--- src/rtl/faw_pkg.sv ---
package faw_pkg;

    // Most activates allowed inside one window
    localparam int unsigned ACT_LIMIT  = 4;
    // Largest supported window, in bus cycles
    localparam int unsigned WINDOW_MAX = 62;

    // Tally wide enough for a full history register of WINDOW_MAX bits
    typedef logic [5:0] win_count_t;

    // Net effect of one cycle on a rank's tally
    typedef enum logic [1:0] {
        STEP_HOLD = 2'd0,
        STEP_UP   = 2'd1,
        STEP_DOWN = 2'd2
    } step_e;

    // One cycle of events seen by a rank's history
    typedef struct packed {
        logic enter;   // new activate injected at the top
        logic leave;   // oldest entry drops out of bit zero
    } win_evt_t;

    function automatic step_e step_kind(win_evt_t evt);
        if (evt.enter && !evt.leave) return STEP_UP;
        if (!evt.enter && evt.leave) return STEP_DOWN;
        return STEP_HOLD;
    endfunction

    function automatic win_count_t apply_step(win_count_t cnt, step_e kind);
        case (kind)
            STEP_UP:   return cnt + win_count_t'(1);
            STEP_DOWN: return cnt - win_count_t'(1);
            default:   return cnt;
        endcase
    endfunction

endpackage

--- src/rtl/faw_act_decode.sv ---
module faw_act_decode #(
    parameter int unsigned NUM_RANKS = 4,
    parameter int unsigned RANK_W    = 2
) (
    input  logic                 act_valid,
    input  logic [RANK_W-1:0]    act_rank,
    output logic [NUM_RANKS-1:0] inject_vec
);

    for (genvar r = 0; r < NUM_RANKS; r++) begin : g_dec
        localparam logic [RANK_W-1:0] IDX = RANK_W'(r);
        assign inject_vec[r] = act_valid && (act_rank == IDX);
    end

endmodule

--- src/rtl/faw_rank_window.sv ---
module faw_rank_window
    import faw_pkg::*;
#(
    parameter int unsigned WINDOW = 16
) (
    input  logic clk,
    input  logic rst,
    input  logic inject,
    output logic allowed
);

    localparam int unsigned SR_W = (WINDOW == 0) ? 1 : WINDOW;

    logic [SR_W-1:0] hist_q, hist_d;
    win_count_t      tally_q, tally_d;
    win_evt_t        evt;

    assign evt.enter = inject;
    assign evt.leave = hist_q[0];

    // Age every entry by one position, then inject at the top
    if (SR_W == 1) begin : g_single
        assign hist_d = inject;
    end else begin : g_multi
        assign hist_d = {inject, hist_q[SR_W-1:1]};
    end

    always_comb begin
        tally_d = apply_step(tally_q, step_kind(evt));
    end

    always_ff @(posedge clk) begin
        if (rst) begin
            hist_q  <= '0;
            tally_q <= '0;
        end else begin
            hist_q  <= hist_d;
            tally_q <= tally_d;
        end
    end

    assign allowed = (tally_q < win_count_t'(ACT_LIMIT));

    // the tally always equals the number of live history entries
    a_r3_tally_tracks_hist: assert property (@(posedge clk) disable iff (rst)
        tally_q == win_count_t'($countones(hist_q)));

    // an activate lands in the top history position
    a_r1_inject_at_top: assert property (@(posedge clk) disable iff (rst)
        inject |=> hist_q[SR_W-1]);

    // without a strobe for this rank nothing enters its history
    a_r2_no_stray_entry: assert property (@(posedge clk) disable iff (rst)
        !inject |=> !hist_q[SR_W-1]);

    // simultaneous entry and exit leave the tally unchanged
    a_r5_net_hold: assert property (@(posedge clk) disable iff (rst)
        (inject && hist_q[0]) |=> (tally_q == $past(tally_q)));

    // a strobe while blocked keeps the rank blocked
    a_r6_blocked_stays: assert property (@(posedge clk) disable iff (rst)
        (!allowed && inject) |=> !allowed);

    if (SR_W > 1) begin : g_age_chk
        // entries age by exactly one position per cycle
        a_r4_age_one_step: assert property (@(posedge clk) disable iff (rst)
            1'b1 |=> (hist_q[SR_W-2:0] == $past(hist_q[SR_W-1:1])));
    end

endmodule

--- src/rtl/faw_window_limiter.sv ---
module faw_window_limiter
    import faw_pkg::*;
#(
    parameter int unsigned NUM_RANKS = 4,
    parameter int unsigned WINDOW    = 16,
    parameter int unsigned RANK_W    = (NUM_RANKS > 1) ? $clog2(NUM_RANKS) : 1
) (
    input  logic                 clk,
    input  logic                 rst,
    input  logic                 act_valid,
    input  logic [RANK_W-1:0]    act_rank,
    output logic [NUM_RANKS-1:0] act_allowed
);

    logic [NUM_RANKS-1:0] inject_vec;

    faw_act_decode #(
        .NUM_RANKS (NUM_RANKS),
        .RANK_W    (RANK_W)
    ) u_decode (
        .act_valid  (act_valid),
        .act_rank   (act_rank),
        .inject_vec (inject_vec)
    );

    if (WINDOW == 0) begin : g_off
        // Limit disabled: every rank may always activate
        assign act_allowed = '1;
    end else begin : g_on
        for (genvar r = 0; r < NUM_RANKS; r++) begin : g_rank
            faw_rank_window #(
                .WINDOW (WINDOW)
            ) u_win (
                .clk     (clk),
                .rst     (rst),
                .inject  (inject_vec[r]),
                .allowed (act_allowed[r])
            );
        end
    end

endmodule

--- config.mk ---
export PLATFORM = sky130hd
export DESIGN_NAME = faw_window_limiter
export DESIGN_NICKNAME = d
export VERILOG_FILES = /design/src/rtl/faw_pkg.sv /design/src/rtl/faw_act_decode.sv /design/src/rtl/faw_rank_window.sv /design/src/rtl/faw_window_limiter.sv
export SDC_FILE = /design/constraint.sdc
export NUM_CORES = 1
export LEC_CHECK = 0
export ABC_AREA = 0
export CORE_MARGIN = 8
export CORE_UTILIZATION = 56
export CTS_BUF_LIST = sky130_fd_sc_hd__clkbuf_16
export DETAILED_ROUTE_END_ITERATION = 10
export DONT_BUFFER_PORTS = 1
export GPL_TIMING_DRIVEN = 0
export PLACE_DENSITY_LB_ADDON = 0.1
export SLEW_MARGIN = 15
export SYNTH_ARGS = -nofsm -noshare
export SYNTH_HDL_FRONTEND = slang
export SYNTH_HIERARCHICAL = 1
export SYNTH_SLANG_ARGS = --single-unit
--- constraint.sdc ---
create_clock -name clk -period 1.74 [get_ports clk]
set_input_delay 0.174 -clock clk [delete_from_list [all_inputs] [get_ports clk]]
set_output_delay 0.174 -clock clk [all_outputs]
set_load 0.03 [all_outputs]
==> impl_metrics.env, run 1 <==
export IMPL_outcome="finished, violations left"
export IMPL_violations="setup timing"
export IMPL_fin_nets=396
export IMPL_cp_depth=8
export IMPL_synth_warnings=6
export IMPL_drive_gt1_frac=0.188
export IMPL_critPathBufInv=2
export IMPL_vias=2474
export IMPL_muxShareOfSynthArea=0.0455
export IMPL_synthesis_instances=368
export IMPL_drv_cap=0
export IMPL_worstPathArrival_ns=2.00
export IMPL_globalplace_congestion=0.799
export IMPL_diodes=0
export IMPL_antenna_found_initial=0
export IMPL_end_kind="flip-flop"
export IMPL_synth_fp_nets=385
export IMPL_slowest_stage="mux2_1"
export IMPL_firstDrtPassIters=6
export IMPL_slowest_delay_ns=0.35
export IMPL_p_leak_nw=1.84
export IMPL_clockBufferDepth=2
export IMPL_die_y_um=97.7
export IMPL_p_per_area_nw_per_um2=908
export IMPL_synth_common_cells="dfxtp_1, nor2b_1, nor2_1"
export IMPL_ant_nets=0
export IMPL_setup_ws_ns=-0.0592
export IMPL_n_fill_cell=479
export IMPL_grt_pass1_wl_um=10500
export IMPL_via_per_inst=5.38
export IMPL_ctsHtreeMaxLevel=3
export IMPL_core_rowCount=29
export IMPL_fin_setup_tns_ns=-0.0839
export IMPL_rsz0062_at_grt="yes"
export IMPL_synth_compound_area_frac=0.115
export IMPL_chipWidth_um=97.7
export IMPL_cts_tree="done"
export IMPL_maxSlewViolCount=0
export IMPL_synth_area_top_cells="dfxtp_1, nor2b_1, xor2_1"
export IMPL_synth_top_family_by_area="simple AND/OR/NAND/NOR gates"
export IMPL_yosysTopAreaCellShare=0.471
export IMPL_required_ns=1.95
export IMPL_avgSynthCellArea_sq_um=10.2
export IMPL_grt_pass1_vias=2378
export IMPL_finalClockSkew_ns=0.00269
export IMPL_totalWireLength_um=6050
export IMPL_clkLatencyLatePin_ns=0.32
export IMPL_synth_xor_area_frac=0.0468
export IMPL_synth_cell_types=31
export IMPL_cp_start_kind="flip-flop"
export IMPL_hold_path_class="in2reg"
export IMPL_overflow=0
export IMPL_grt_max_degree=25
export IMPL_start_util=0.583
export IMPL_area_growth_pct=16.7
export IMPL_synth_largest_area_cell="dfxtp_1"
export IMPL_period_share=1.03
export IMPL_dp_hpwl_um=3800
export IMPL_r2r_cells=8
export IMPL_die_area_sq_um=9550
export IMPL_tightest_slew_ns=0.763
export IMPL_clk_pin_slew_worst_paths_ns=0.06
export IMPL_synth_fa_ha_area_frac=0.0401
export IMPL_ys_seq_area_frac=0.471
export IMPL_synth_simple_area_share=0.231
export IMPL_io_pins=9
export IMPL_port_buffers=0
export IMPL_path_cells="ha_4 > buf_6 > xor2_2 > ha_2 > inv_2 > a32oi_2 > a31oi_1 > mux2_1"
export IMPL_max_slew_margin=0.487
export IMPL_async_flop_share=0
export IMPL_grt_usage=0.131
export IMPL_cp_top_family="adder cells"
export IMPL_p_total_mw=3.96
export IMPL_path_max_fanout=5
export IMPL_min_period_ns=1.80
export IMPL_design_area_sq_um=4360
export IMPL_hold_path_depth=2
export IMPL_fmax_ghz=0.556
export IMPL_root_buffer="clkbuf_16"
export IMPL_synth_edff_count=0
export IMPL_place_area_sq_um=3950
export IMPL_holdWs_ns=0.0578
export IMPL_synth_flop_cell="dfxtp_1"
export IMPL_synth_most_common_cell="dfxtp_1"
export IMPL_drtIter0Drc=61
export IMPL_coreArea_sq_um=6420
export IMPL_wire_per_inst_um=13.2
export IMPL_finalSetupViolations=2
export IMPL_finalHoldViolations=0
export IMPL_ys_seq_elements=88
export IMPL_utilization=0.680
export IMPL_drc=0
export IMPL_syn_area_sq_um=3740
export IMPL_cts_buffers=9
export IMPL_setup_worst_path_class="reg2reg"
export IMPL_cts_sinks=88
export IMPL_ir_drop_mv=0.880
## per-layer routing
| layer | vias up | routed length (um) | share of wire | global-route usage |
|---|---|---|---|---|
| li1 | 1266 | - | - | - |
| met1 | 1181 | 2950 | 0.49 | 0.159 |
| met2 | 22 | 2860 | 0.47 | 0.212 |
| met3 | 5 | 157 | 0.026 | 0.0334 |
| met4 | 0 | 79 | 0.013 | 0.0647 |
| met5 | - | 0 | 0 | 0 |
## stage by stage
stage / setup WS (ns) / cells
2_1_floorplan: -0.0107 / 368
3_3_place_gp: -0.153 / 445
3_5_place_dp: -0.185 / 445
4_1_cts: -0.0418 / 464
5_1_grt: -0.123 / 460
6_report: -0.0592 / 460
## where the power goes
part           switching, mW  internal, mW  total [mW]
combinational         0.0763        0.0461       0.122
clock                  0.702          1.09        1.79
sequential            0.0180          2.03        2.05
total                  0.797          3.17        3.96
## registers in the layout, indices dropped and copies added (netlist names)
signal                     flops
g_on.g_rank.u_win/tally_q     24
g_on.g_rank.u_win/hist_q      64
## final cells by class
cell class | instances | area (sq um) | share of cell area
Timing Repair Buffer | 4 | 30.0 | 0.00688
Sequential cell | 88 | 1770 | 0.405
Tap cell | 77 | 96.3 | 0.0221
Buffer | 24 | 166 | 0.0381
Clock buffer | 9 | 225 | 0.0516
Multi-Input combinational cell | 240 | 1980 | 0.454
Inverter | 12 | 45.0 | 0.0103
Clock inverter | 6 | 55.1 | 0.0126
## placed cells by master (no fill, tap or decap), types with 9 or more instances in the layout
cell type	synthesis	routed
dfxtp_1	88	84
clkbuf_16	0	9
inv_1	12	9
nor2_1	28	28
nor2b_1	72	72
xor2_1	20	17
clkbuf_1	16	12
buf_6	4	9
## cells by family after synthesis
kind of cell,count (synthesis)
muxes,16
DFF,88
xor gates and xnor gates,20
and+or+nand+nor,136
adders and majority gates,12
AOI/OAI and AO/OA,56
buffers and inverters,40
## path summary, 6_finish.rpt
kind | from | to | slack, ns
worst max register to register | g_on.g_rank[1].u_win/hist_q[0] | g_on.g_rank[1].u_win/tally_q[4] | -0.06
worst min-delay path | rst | g_on.g_rank[3].u_win/tally_q[3] | 0.06
worst min register to register | g_on.g_rank[2].u_win/hist_q[15] | g_on.g_rank[2].u_win/hist_q[14] | 0.44
worst max-delay path | g_on.g_rank[1].u_win/hist_q[0] | g_on.g_rank[1].u_win/tally_q[4] | -0.06
## worst reg2reg max path, stage by stage, from the launching register on
cell	delay (ns)
dfxtp_2	0.34
ha_4	0.18
buf_6	0.12
xor2_2	0.13
ha_2	0.21
inv_2	0.06
a32oi_2	0.10
a31oi_1	0.20
mux2_1	0.35
## timing repair
item | in CTS | in global routing
buffers inserted | 4 | 0
resized for setup | 6 | 23
pin swaps | 1 | 10
hold buffers | 0 | 0
endpoints found under the setup margin | 10 | 16
Note: power is estimated with default switching activity, not from simulation.
==> inputs of run 2 (changes only) <==
SYNTH_HIERARCHICAL = default   (was 1)
==> run 2 against run 1 <==
Against the previous run: the flow still finishes with violations (setup timing); register-to-register slack lost 0.16 ns; clock power shrank 3%; design area shrank 0.37%; largest power group unchanged; largest cell class unchanged; critical path type unchanged; count of clock-buffer cells in the layout is the same; clock skew grew 0.0032 ns; hold slack lost 0.048 ns.
==> impl_metrics.env, run 2 <==
export IMPL_tightest_slew_ns=0.659
export IMPL_synth_common_cells="dfxtp_1, nor2b_1, nor2_1"
export IMPL_synth_largest_area_cell="dfxtp_1"
export IMPL_cts_sinks=88
export IMPL_slowest_delay_ns=0.39
export IMPL_r2r_cells=7
export IMPL_synth_area_top_cells="dfxtp_1, nor2b_1, xor2_1"
export IMPL_synth_fp_nets=391
export IMPL_vias=2517
export IMPL_finalHoldViolations=0
export IMPL_largest_register_ffs=64
export IMPL_clk_pin_slew_worst_paths_ns=0.06
export IMPL_r2r_start="g_on.g_rank[0].u_win.hist_q[0]"
export IMPL_r2r_end="g_on.g_rank[0].u_win.tally_q[4]"
export IMPL_p_per_area_nw_per_um2=903
export IMPL_globalplace_congestion=0.786
export IMPL_finalClockSkew_ns=0.00588
export IMPL_ant_nets=0
export IMPL_violations="setup timing"
export IMPL_clockBufferDepth=2
export IMPL_path_max_fanout=5
export IMPL_core_rowCount=29
export IMPL_synth_flop_cell="dfxtp_1"
export IMPL_synth_edff_count=0
export IMPL_required_ns=1.96
export IMPL_cts_buffers=9
export IMPL_outcome="finished, violations left"
export IMPL_synth_cell_types=39
export IMPL_path_cells="ha_4 > buf_6 > xor2_1 > ha_2 > or4_1 > a31oi_1 > mux2_1"
export IMPL_drive_gt1_frac=0.173
export IMPL_hold_path_class="in2reg"
export IMPL_synth_most_common_cell="dfxtp_1"
export IMPL_hold_path_depth=1
export IMPL_die_area_sq_um=9510
export IMPL_start_util=0.582
export IMPL_intPower_mw=3.05
export IMPL_maxSlewViolCount=0
export IMPL_die_y_um=97.5
export IMPL_rsz0062_at_grt="yes"
export IMPL_power_frac_clock=0.443
export IMPL_drc=0
export IMPL_min_period_ns=1.96
export IMPL_io_pins=9
export IMPL_area_growth_pct=16.9
export IMPL_avgSynthCellArea_sq_um=9.95
export IMPL_top_regs="g_on.g_rank.u_win.hist_q x64, g_on.g_rank.u_win.tally_q x24"
export IMPL_max_slew_margin=0.560
export IMPL_p_total_mw=3.93
export IMPL_fin_setup_tns_ns=-0.516
export IMPL_p_switching_uw=873
export IMPL_grt_max_degree=16
export IMPL_ys_seq_elements=88
export IMPL_fmax_ghz=0.511
export IMPL_overflow=0
export IMPL_p_leak_nw=1.83
export IMPL_cts_tree="done"
export IMPL_worstHoldStart="act_rank[1]"
export IMPL_ctsHtreeMaxLevel=3
export IMPL_dp_hpwl_um=3870
export IMPL_place_area_sq_um=3870
export IMPL_finalSetupViolations=4
export IMPL_fin_nets=411
export IMPL_wire_per_inst_um=12.7
export IMPL_firstDrtPassIters=4
export IMPL_ys_seq_area_frac=0.474
export IMPL_final_cell_mix="dfxtp_1, nor2b_1, nor2_1"
export IMPL_dp_slack_ns=-0.320
export IMPL_root_buffer="clkbuf_16"
export IMPL_clkLatencyLatePin_ns=0.33
export IMPL_mostFrequentLayoutCell="dfxtp_1"
export IMPL_design_area_sq_um=4350
export IMPL_totalWireLength_um=6030
export IMPL_regMostFlops="g_on.g_rank.u_win.hist_q"
export IMPL_worstPathArrival_ns=2.17
export IMPL_period_share=1.12
export IMPL_drv_cap=0
export IMPL_drtIter0Drc=93
export IMPL_utilization=0.681
export IMPL_grt_pass1_vias=2295
export IMPL_end_kind="flip-flop"
export IMPL_async_flop_share=0
export IMPL_slowest_stage="or4_1"
export IMPL_setup_ws_ns=-0.217
export IMPL_port_buffers=0
export IMPL_syn_area_sq_um=3720
export IMPL_antenna_found_initial=0
export IMPL_diodes=0
export IMPL_synthesis_instances=374
export IMPL_power_frac_comb=0.036
export IMPL_grt_pass1_wl_um=10400
export IMPL_r2r_setup_slack_ns=-0.22
export IMPL_ir_drop_mv=0.643
export IMPL_via_per_inst=5.29
export IMPL_yosysTopAreaCellShare=0.474
export IMPL_setup_worst_path_class="reg2reg"
export IMPL_chipWidth_um=97.5
export IMPL_netSwitchingFraction=0.222
export IMPL_cp_start_kind="flip-flop"
export IMPL_grt_usage=0.130
export IMPL_coreArea_sq_um=6390
export IMPL_hold_end="g_on.g_rank[2].u_win.hist_q[15]"
export IMPL_power_frac_seq=0.522
export IMPL_synth_warnings=0
[run 2: cells by family (layout without fill, tap and decap cells)]
family          after synthesis  after routing  synth area share
buf+inv                      41             66            0.0478
fa+ha+maj                    12             12            0.0404
flops                        88             88             0.474
compound gates               55             55             0.111
mux                          16             16            0.0457
xor+xnor                     19             19            0.0447
simple gates                143            143             0.237
[run 2: per-stage QoR]
step,hold slack (ns),instances
after floorplan,0.250,374
after global placement,0.254,451
after detailed placement,0.253,451
after CTS,0.00630,476
after global routing,0.00121,476
final,0.00935,476
[run 2: final cells by class]
type,instances,area (sq um)
buffer,26,145
clock buffer,9,225
clock inverter,7,46.3
fill,497,2040
inverter,8,30.0
multi-input combinational,245,1910
sequential,88,1770
tap,77,96.3
timing repair buffer,16,128
[run 2: per-layer routing]
layer | up-vias | routed length, um | track usage
met5 | - | 0 | 0
li1 | 1308 | - | -
met2 | 28 | 2680 | 0.205
met1 | 1168 | 2970 | 0.162
met3 | 13 | 246 | 0.0299
met4 | 0 | 131 | 0.0664
[run 2: worst max-delay path: cells and delay by family, from the launching register on]
| kind | cells | cell delay (ns) |
|---|---|---|
| muxes | 1 | 0.34 |
| buffers and inverters | 1 | 0.11 |
| DFF | 1 | 0.33 |
| adders and majority gates | 2 | 0.37 |
| AOI/OAI and AO/OA | 1 | 0.16 |
| and+or+nand+nor | 1 | 0.39 |
| xor gates and xnor gates | 1 | 0.14 |
[run 2: worst max path at each step]
stage | from | end | slack (ns)
2_1_floorplan | act_rank[0] | g_on.g_rank[0].u_win.tally_q[4] | -0.21
3_3_place_gp | act_rank[0] | g_on.g_rank[0].u_win.tally_q[4] | -0.30
3_5_place_dp | act_rank[0] | g_on.g_rank[0].u_win.tally_q[4] | -0.32
4_1_cts | g_on.g_rank[0].u_win.hist_q[0] | g_on.g_rank[0].u_win.tally_q[4] | -0.22
5_1_grt | g_on.g_rank[0].u_win.hist_q[0] | g_on.g_rank[0].u_win.tally_q[4] | -0.28
6_report | g_on.g_rank[0].u_win.hist_q[0] | g_on.g_rank[0].u_win.tally_q[4] | -0.22
[run 2: power by group through the flow]
stage	registers [mW]	clock network, mW	logic (mW)
2_1_floorplan	2.09	0	0.103
3_3_place_gp	2.09	0	0.127
3_5_place_dp	2.09	0	0.129
4_1_cts	2.05	1.78	0.137
5_1_grt	2.05	1.85	0.160
6_report	2.05	1.74	0.140
[run 2: what timing repair did]
| action | 4_1_cts | 5_1_grt |
|---|---|---|
| hold endpoints to repair | 4 | 0 |
| pin swaps | 5 | 13 |
| endpoints found under the setup margin | 12 | 14 |
| buffers inserted | 8 | 5 |
| resized for setup | 10 | 15 |
| hold buffers | 3 | 0 |
